--- src/rtl/sdma_pkg.sv ---
package sdma_pkg;

    // Architectural width of the CPU address space
    localparam int ADDR_W = 16;

    // Decoded trigger: accepted flag plus the base it carries
    typedef struct packed {
        logic              go;
        logic [ADDR_W-1:0] base;
    } sdma_cmd_t;

    // Bits needed to hold values 0 .. n-1, at least one
    function automatic int span_bits(input int n);
        int b;
        b = $clog2(n);
        return (b < 1) ? 1 : b;
    endfunction

    function automatic int max2(input int a, input int b);
        return (a > b) ? a : b;
    endfunction

endpackage

--- src/rtl/sdma_trig_decode.sv ---
module sdma_trig_decode
    import sdma_pkg::*;
#(
    parameter logic [ADDR_W-1:0] BASE_LIMIT = 16'hF100
) (
    input  logic              trig_valid,
    input  logic [ADDR_W-1:0] trig_base,
    output sdma_cmd_t         cmd
);

    always_comb begin
        cmd.base = trig_base;
        cmd.go   = trig_valid && (trig_base <= BASE_LIMIT);
    end

endmodule

--- src/rtl/sdma_pacer.sv ---
module sdma_pacer
    import sdma_pkg::*;
#(
    parameter int LEAD_CYCLES = 8,
    parameter int PACE_CYCLES = 4
) (
    input  logic clk,
    input  logic rst,
    input  logic start,
    input  logic run,
    output logic fire
);

    localparam int TW = span_bits(max2(LEAD_CYCLES, PACE_CYCLES));

    logic [TW-1:0] wait_q;

    assign fire = run && (wait_q == '0);

    always_ff @(posedge clk) begin
        if (rst) begin
            wait_q <= '0;
        end else if (start) begin
            wait_q <= TW'(LEAD_CYCLES - 1);
        end else if (run) begin
            if (wait_q == '0) wait_q <= TW'(PACE_CYCLES - 1);
            else              wait_q <= wait_q - 1'b1;
        end
    end


    lead_gap_chk: assert property (@(posedge clk) disable iff (rst)
        start |=> !fire);


    pace_gap_chk: assert property (@(posedge clk) disable iff (rst)
        (fire && !start) |=> !fire);

endmodule

--- src/rtl/sdma_counters.sv ---
module sdma_counters
    import sdma_pkg::*;
#(
    parameter int XFER_LEN = 160,
    localparam int OFF_W   = span_bits(XFER_LEN),
    localparam int CNT_W   = $clog2(XFER_LEN + 1)
) (
    input  logic              clk,
    input  logic              rst,
    input  sdma_cmd_t         cmd,
    input  logic              fire,
    output logic [ADDR_W-1:0] src_q,
    output logic [OFF_W-1:0]  off_q,
    output logic              busy,
    output logic              done
);

    logic [CNT_W-1:0] left_q;

    assign busy = (left_q != '0);

    always_ff @(posedge clk) begin
        if (rst) begin
            src_q  <= '0;
            off_q  <= '0;
            left_q <= '0;
            done   <= 1'b0;
        end else begin
            done <= fire && (left_q == CNT_W'(1)) && !cmd.go;
            if (cmd.go) begin
                src_q  <= cmd.base;
                off_q  <= '0;
                left_q <= CNT_W'(XFER_LEN);
            end else if (fire) begin
                src_q  <= src_q + 1'b1;
                off_q  <= off_q + 1'b1;
                left_q <= left_q - 1'b1;
            end
        end
    end


    load_chk: assert property (@(posedge clk) disable iff (rst)
        cmd.go |=> (busy && src_q == $past(cmd.base) && off_q == '0));


    step_chk: assert property (@(posedge clk) disable iff (rst)
        (fire && !cmd.go) |=> (src_q == $past(src_q) + 1'b1));


    offset_range_chk: assert property (@(posedge clk) disable iff (rst)
        busy |-> (int'(off_q) < XFER_LEN));


    done_idle_chk: assert property (@(posedge clk) disable iff (rst)
        done |-> !busy);


    done_pulse_chk: assert property (@(posedge clk) disable iff (rst)
        done |=> !done);

endmodule

--- src/rtl/sprite_dma.sv ---
module sprite_dma
    import sdma_pkg::*;
#(
    parameter int                XFER_LEN    = 160,
    parameter int                LEAD_CYCLES = 8,
    parameter int                PACE_CYCLES = 4,
    parameter logic [ADDR_W-1:0] BASE_LIMIT  = 16'hF100,
    parameter int                DATA_W      = 8,
    localparam int               OFF_W       = span_bits(XFER_LEN)
) (
    input  logic              clk,
    input  logic              rst,
    input  logic              trig_valid,
    input  logic [ADDR_W-1:0] trig_base,
    output logic              rd_req,
    output logic [ADDR_W-1:0] rd_addr,
    input  logic [DATA_W-1:0] rd_data,
    output logic              attr_we,
    output logic [OFF_W-1:0]  attr_addr,
    output logic [DATA_W-1:0] attr_wdata,
    output logic              busy,
    output logic [ADDR_W-1:0] src_addr,
    output logic              done
);

    sdma_cmd_t         cmd;
    logic              fire;
    logic [ADDR_W-1:0] src_q;
    logic [OFF_W-1:0]  off_q;

    sdma_trig_decode #(
        .BASE_LIMIT(BASE_LIMIT)
    ) u_decode (
        .trig_valid(trig_valid),
        .trig_base (trig_base),
        .cmd       (cmd)
    );

    sdma_pacer #(
        .LEAD_CYCLES(LEAD_CYCLES),
        .PACE_CYCLES(PACE_CYCLES)
    ) u_pacer (
        .clk  (clk),
        .rst  (rst),
        .start(cmd.go),
        .run  (busy),
        .fire (fire)
    );

    sdma_counters #(
        .XFER_LEN(XFER_LEN)
    ) u_count (
        .clk  (clk),
        .rst  (rst),
        .cmd  (cmd),
        .fire (fire),
        .src_q(src_q),
        .off_q(off_q),
        .busy (busy),
        .done (done)
    );

    assign rd_req     = fire;
    assign rd_addr    = src_q;
    assign attr_we    = fire;
    assign attr_addr  = off_q;
    assign attr_wdata = rd_data;
    assign src_addr   = src_q;


    ignore_idle_chk: assert property (@(posedge clk) disable iff (rst)
        (trig_valid && trig_base > BASE_LIMIT && !busy) |=> !busy);


    ignore_busy_chk: assert property (@(posedge clk) disable iff (rst)
        (trig_valid && trig_base > BASE_LIMIT && busy && !attr_we)
            |=> (src_addr == $past(src_addr)));


    idle_quiet_chk: assert property (@(posedge clk) disable iff (rst)
        !busy |-> !attr_we);

endmodule

--- config.mk ---
export PLATFORM = sky130hd
export DESIGN_NAME = sprite_dma
export DESIGN_NICKNAME = d
export VERILOG_FILES = /design/src/rtl/sdma_pkg.sv /design/src/rtl/sdma_trig_decode.sv /design/src/rtl/sdma_pacer.sv /design/src/rtl/sdma_counters.sv /design/src/rtl/sprite_dma.sv
export SDC_FILE = /design/constraint.sdc
export NUM_CORES = 1
export LEC_CHECK = 0
export ABC_AREA = 0
export BUFFER_PORTS_ARGS = -buffer_cell sky130_fd_sc_hd__buf_2
export CAP_MARGIN = 20
export CORE_MARGIN = 10
export CORE_UTILIZATION = 52
export CTS_CLUSTER_SIZE = 30
export DETAILED_ROUTE_END_ITERATION = 10
export PLACE_DENSITY = 0.83
export SKIP_LAST_GASP = 1
export SYNTH_ARGS = -nofsm -noshare
export SYNTH_HDL_FRONTEND = slang
export SYNTH_SLANG_ARGS = --single-unit
--- constraint.sdc ---
create_clock -name clk -period 5.8 [get_ports clk]
set_input_delay 0.29 -clock clk [delete_from_list [all_inputs] [get_ports clk]]
set_output_delay 0.29 -clock clk [all_outputs]
set_load 0.03 [all_outputs]
# Word-level counts from Yosys, hierarchy flattened
# Cells that the tools add are included.
[op_classes]
add_sub_neg = 4
order_cmp = 1
n_eq_ne = 1
mux = 7
reduce_logical = 10
[ops]
columns = ["op", "n"]
rows = [
  ["2-to-1 mux 16 bit", 2],
  ["adder 16 x 1 -> 16 bit, second input constant", 1],
  ["<= comparator 16 bit, second input constant", 1],
  ["2-to-1 mux 8 bit", 2],
  ["2-to-1 mux 3 bit", 3],
  ["adder 8 x 1 -> 8 bit, second input constant", 1],
  ["== test 8 x 1 -> 1 bit, second input constant", 1],
  ["nonzero test 8 bit", 1],
  ["subtractor 8 x 1 -> 8 bit, second input constant", 1],
  ["logical AND 1 bit", 4],
  ["nonzero test 2 bit", 2],
  ["zero test 3 bit", 1],
  ["subtractor 3 x 1 -> 3 bit, second input constant", 1],
  ["OR reduction 2 bit", 1],
  ["zero test 1 bit", 1],
]
[word_totals]
register_bits = 36
input_bits = 27
out_inout_bits = 52
wordCells = 29

# Depth between registers and ports, before layout
[logic_depth]
depth_word = 4
mapped_depth = 8
ltp_nobuf = 7

# Cells and area by module
# From an unflattened synthesis, not the netlist that was laid out.
[hier_totals]
cells_unflattened = 254
hier_area_um2 = 2189.6
[modules_own_cells]
columns = ["mod", "n_inst", "cells_per_inst", "area_each_um2", "seq_area_each_um2"]
rows = [
  ["sdma_counters", 1, 185, 1642.8, 660.6],
  ["sprite_dma", 1, 25, 187.7, 0.0],
  ["sdma_pacer", 1, 20, 182.7, 60.1],
  ["sdma_trig_decode", 1, 24, 176.4, 0.0],
]

# Worst setup path before layout
# No wires, ideal clock.
[synth_timing]
kind = "register to register"
from = "reg u_count.src_q[0]"
to = "reg u_count.src_q[10]"
setup_time_ns = 0.091
t_arrival_ns = 1.843
t_required_ns = 5.709
path_slack_ns = 3.865
stages_incl_launch_ff = 6
n_path_buf = 0
synth_period_minus_slack_ns = 1.935
path_cell_list = "dfxtp_1 ha_1 nand4_1 a211o_1 or3_1 a311oi_1"
[synth_via]
elab_chain_cells = 3
[synth_lines]
columns = ["element", "line", "text"]
rows = [
  ["start, declared", "sdma_counters.sv:12", "output logic [ADDR_W-1:0] src_q,"],
  ["start signal, assigned", "sdma_counters.sv:31", "src_q <= cmd.base;"],
  ["start signal, assigned", "sdma_counters.sv:35", "src_q <= src_q + 1'b1;"],
  ["adder 16 x 1 -> 16 bit", "sdma_counters.sv:35", ""],
  ["2-to-1 mux 16 bit", "sdma_counters.sv:34", "end else if (fire) begin"],
  ["2-to-1 mux 16 bit", "sdma_counters.sv:30", "if (cmd.go) begin"],
]
# Every way passes these cells. The select of a mux whose other input is x is not followed.
# A chain may end at the register's enable or synchronous reset.

# Final worst setup path
[layout_timing]
from = "reg u_count.left_q[0]"
to = "out attr_we"
[layout_via]
elab_chain_cells = 2
[layout_lines]
columns = ["element", "line", "text"]
rows = [
  ["start, declared", "sdma_counters.sv:18", "logic [CNT_W-1:0] left_q;"],
  ["start signal, assigned", "sdma_counters.sv:33", "left_q <= CNT_W'(XFER_LEN);"],
  ["start signal, assigned", "sdma_counters.sv:37", "left_q <= left_q - 1'b1;"],
  ["nonzero test 8 bit", "sdma_counters.sv:20", "assign busy = (left_q != '0);"],
  ["logical AND 1 bit", "sdma_pacer.sv:18", "assign fire = run && (wait_q == '0);"],
  ["end, declared", "sprite_dma.sv:18", "output logic attr_we,"],
]
# Every way passes these cells.

==> summary.md <==
| Metric | Value |
|---|---|
| Hold crit path type | `in -> reg` |
| CP Data Arrival Time | `2.25 ns` |
| Vias | `2,045` |
| Latest clock arrival within the worst-skew pair | `0.29 ns` |
| Setup TNS | `0 ns` |
| Yosys warns | `0` |
| Distinct cells, synth | `42` |
| Router iterations before antenna repair | `4` |
| Storage cell area | `720.7 um2` |
| DP Cell Count | `331` |
| Max VDD drop | `0.0001537 V` |
| Ports | `79` |
| Yosys reg bits | `36` |
| Layout area overhead | `8.898%` |
| Post-route antenna net violation count | `0` |
| Vias in the first global route | `1,949` |
| Count leader, synth | `dfxtp_1` |
| # rows | `23` |
| Crit share post-route | `0.4372` |
| CTS tree | `yes` |
| Die X | `85.57 um` |
| First-pass GRT wire length | `9204 um` |
| Sequential area share after synthesis | `0.3223` |
| Wirelength, routed | `5579 um` |
| Max-slew violation count | `0` |
| Top cells by area, synth | `dfxtp_1, buf_4, a21oi_1, ha_1, a311oi_2` |
| Post-synth top cells | `dfxtp_1, a21oi_1, buf_4` |
| Critical path class | `reg -> out` |
| Die height | `85.57 um` |
| Layout cells sized above 1 | `0.2803` |
| Worst Tran Pin Value | `1.122 ns` |
| Multi-input gate area | `1200 um2` |
| Syn_area_per_cell | `8.666 um2` |
| Fin. Hold Viols | `0` |
| Endpoints failing setup | `0` |
| Final cell count without fillers | `339` |
| Reg clk slew, reported paths | `0.07 ns` |
| Synth top area share | `0.3223` |
| Post-synth EDFFs | `0` |
| Post-layout min period | `2.536 ns` |
| Post-synth top area cell | `dfxtp_1` |
| PostCTS Resize Cnt | `0` |
| Critical path fanouts, max | `12` |
| Synth async-reset ratio | `0` |
| Status | `finished, final reports clean` |
| CTS Sinks | `36` |
| Final nets | `323` |
| Setup bufs post-CTS | `0` |
| Gr usage total | `0.1476` |
| Fin util | `0.5958` |
| Core outline area | `4086 um2` |
| Setup crit start kind | `register` |
| Routed len/inst | `16.46 um` |
| CTS buffer count | `5` |
| Post-Place Cell Area | `2345 um2` |
| Top_reg_cell synth | `dfxtp_1` |
| Filler instances | `373` |
| Max-cap violations | `0` |
| Clock root buffer | `clkbuf_8` |
| Leak | `0.9702 nW` |
| Starting Density | `0.5472` |
| Post-Syn Nets | `293` |
| Clock Skews | `0.002848 ns` |
| Final Cell Area | `2435 um2` |
| GR Overflow Total | `0` |
| Worst Hold Slack | `0.3184 ns` |
| Worst EP required | `5.51 ns` |
| Pwr Density | `278.0 nW/um2` |
| Synth Cell Area | `2236 um2` |
| Worst slew margin | `0.2523` |
| H-tree Lvls | `2` |
| Routed vias/inst | `6.032` |
| Final WS setup | `3.264 ns` |
| CTS Buffer Depth | `2` |
| Total power | `0.6770 mW` |
| Fmax | `0.3944 GHz` |
| RSZ-0062 raised after global routing | `false` |
| Setup WS pre-CTS | `3.220 ns` |
| Antenna violations before repair | `0` |
| Post-Synthesis Cells | `258` |
| Remaining DRCs | `0` |
| Port Buffers | `62` |
| # diodes | `0` |
| CP Capture Type | `output pin` |
| Initial DRC count | `131` |
| CTS Hold Bufs | `0` |
| Die area | `7322 um2` |
| Dpl hpwl | `4122 um` |
| Largest net degree at the start of global routing | `22` |
| Final RePlAce weighted congestion | `0.8206` |
final timing paths:
check | startpoint | end | slack, ns | depth (start not counted)
min reg2reg | u_count.off_q[7]$_SDFFE_PP0P_ | u_count.off_q[7]$_SDFFE_PP0P_ | 0.48 | 2
max reg2reg | u_pacer.wait_q[0]$_SDFFE_PP0P_ | u_count.src_q[13]$_SDFFE_PP0P_ | 3.32 | 6
max | u_count.left_q[0]$_SDFFE_PP0P_ | attr_we | 3.26 | 6
min | trig_base[15] | u_count.src_q[15]$_SDFFE_PP0P_ | 0.32 | 3
cells in the final DEF, fill, tap and decap left out, types with 2 or more instances in the layout:
master,instances
buf_2,62
dfxtp_1,36
a21oi_1,28
inv_1,12
nand2_1,12
o21ai_0,11
nor2_1,11
nand3_1,9
or3_1,8
xor2_1,8
ha_1,8
nand4_1,7
o31ai_1,7
or4_1,7
a311oi_2,6
xnor2_1,6
clkbuf_8,6
a311oi_1,5
a211oi_1,5
o211ai_1,5
nor4b_1,3
and4_1,3
nor4_1,2
and3_1,2
a211o_1,2
nor3_1,2
clkbuf_1,2
state kept, by name (all words and copies together), names as in the netlist:
register,cells
u_pacer.wait_q,3
u_count.left_q,8
u_count.done,1
u_count.src_q,16
u_count.off_q,8
critical path, cell delays in order, from the launching register on:
cell and delay (ns):
dfxtp_1 0.38, inv_1 0.11, ha_1 0.17, or3b_2 0.60, o21ai_4 0.37, inv_4 0.12
buf_2 0.20
area by class of cell:
class                           instances  share of cell area
Clock buffer                            8             0.03700
Inverter                               13             0.02107
Multi-Input combinational cell        170              0.4928
Sequential cell                        36              0.2960
Tap cell                               50             0.02569
Timing Repair Buffer                   62              0.1274
power by group:
group | internal [mW] | total [mW] | switching (mW) | leakage [nW]
clock | 0.0969 | 0.187 | 0.0898 | 0.0455
sequential | 0.265 | 0.289 | 0.0240 | 0.296
combinational | 0.0638 | 0.201 | 0.137 | 0.628
total | 0.426 | 0.677 | 0.251 | 0.970
cell families after synthesis:
| logic type | count (synthesis) | share of synthesized area |
|---|---|---|
| AOI/OAI and AO/OA | 75 | 0.2440 |
| buffers and inverters | 52 | 0.1410 |
| and+or+nand+nor | 73 | 0.1931 |
| DFF | 36 | 0.3223 |
| adders and majority gates | 8 | 0.04477 |
| xor gates and xnor gates | 14 | 0.05484 |
routing by layer:
| layer | GRT usage | vias up | part of all wire |
|---|---|---|---|
| met5 | 0 | - | 0 |
| met4 | 0.05988 | 0 | 0.014 |
| met3 | 0.04068 | 8 | 0.056 |
| met2 | 0.2282 | 60 | 0.48 |
| met1 | 0.1880 | 979 | 0.45 |
| li1 | - | 998 | - |
(Power assumes the default switching activity.)
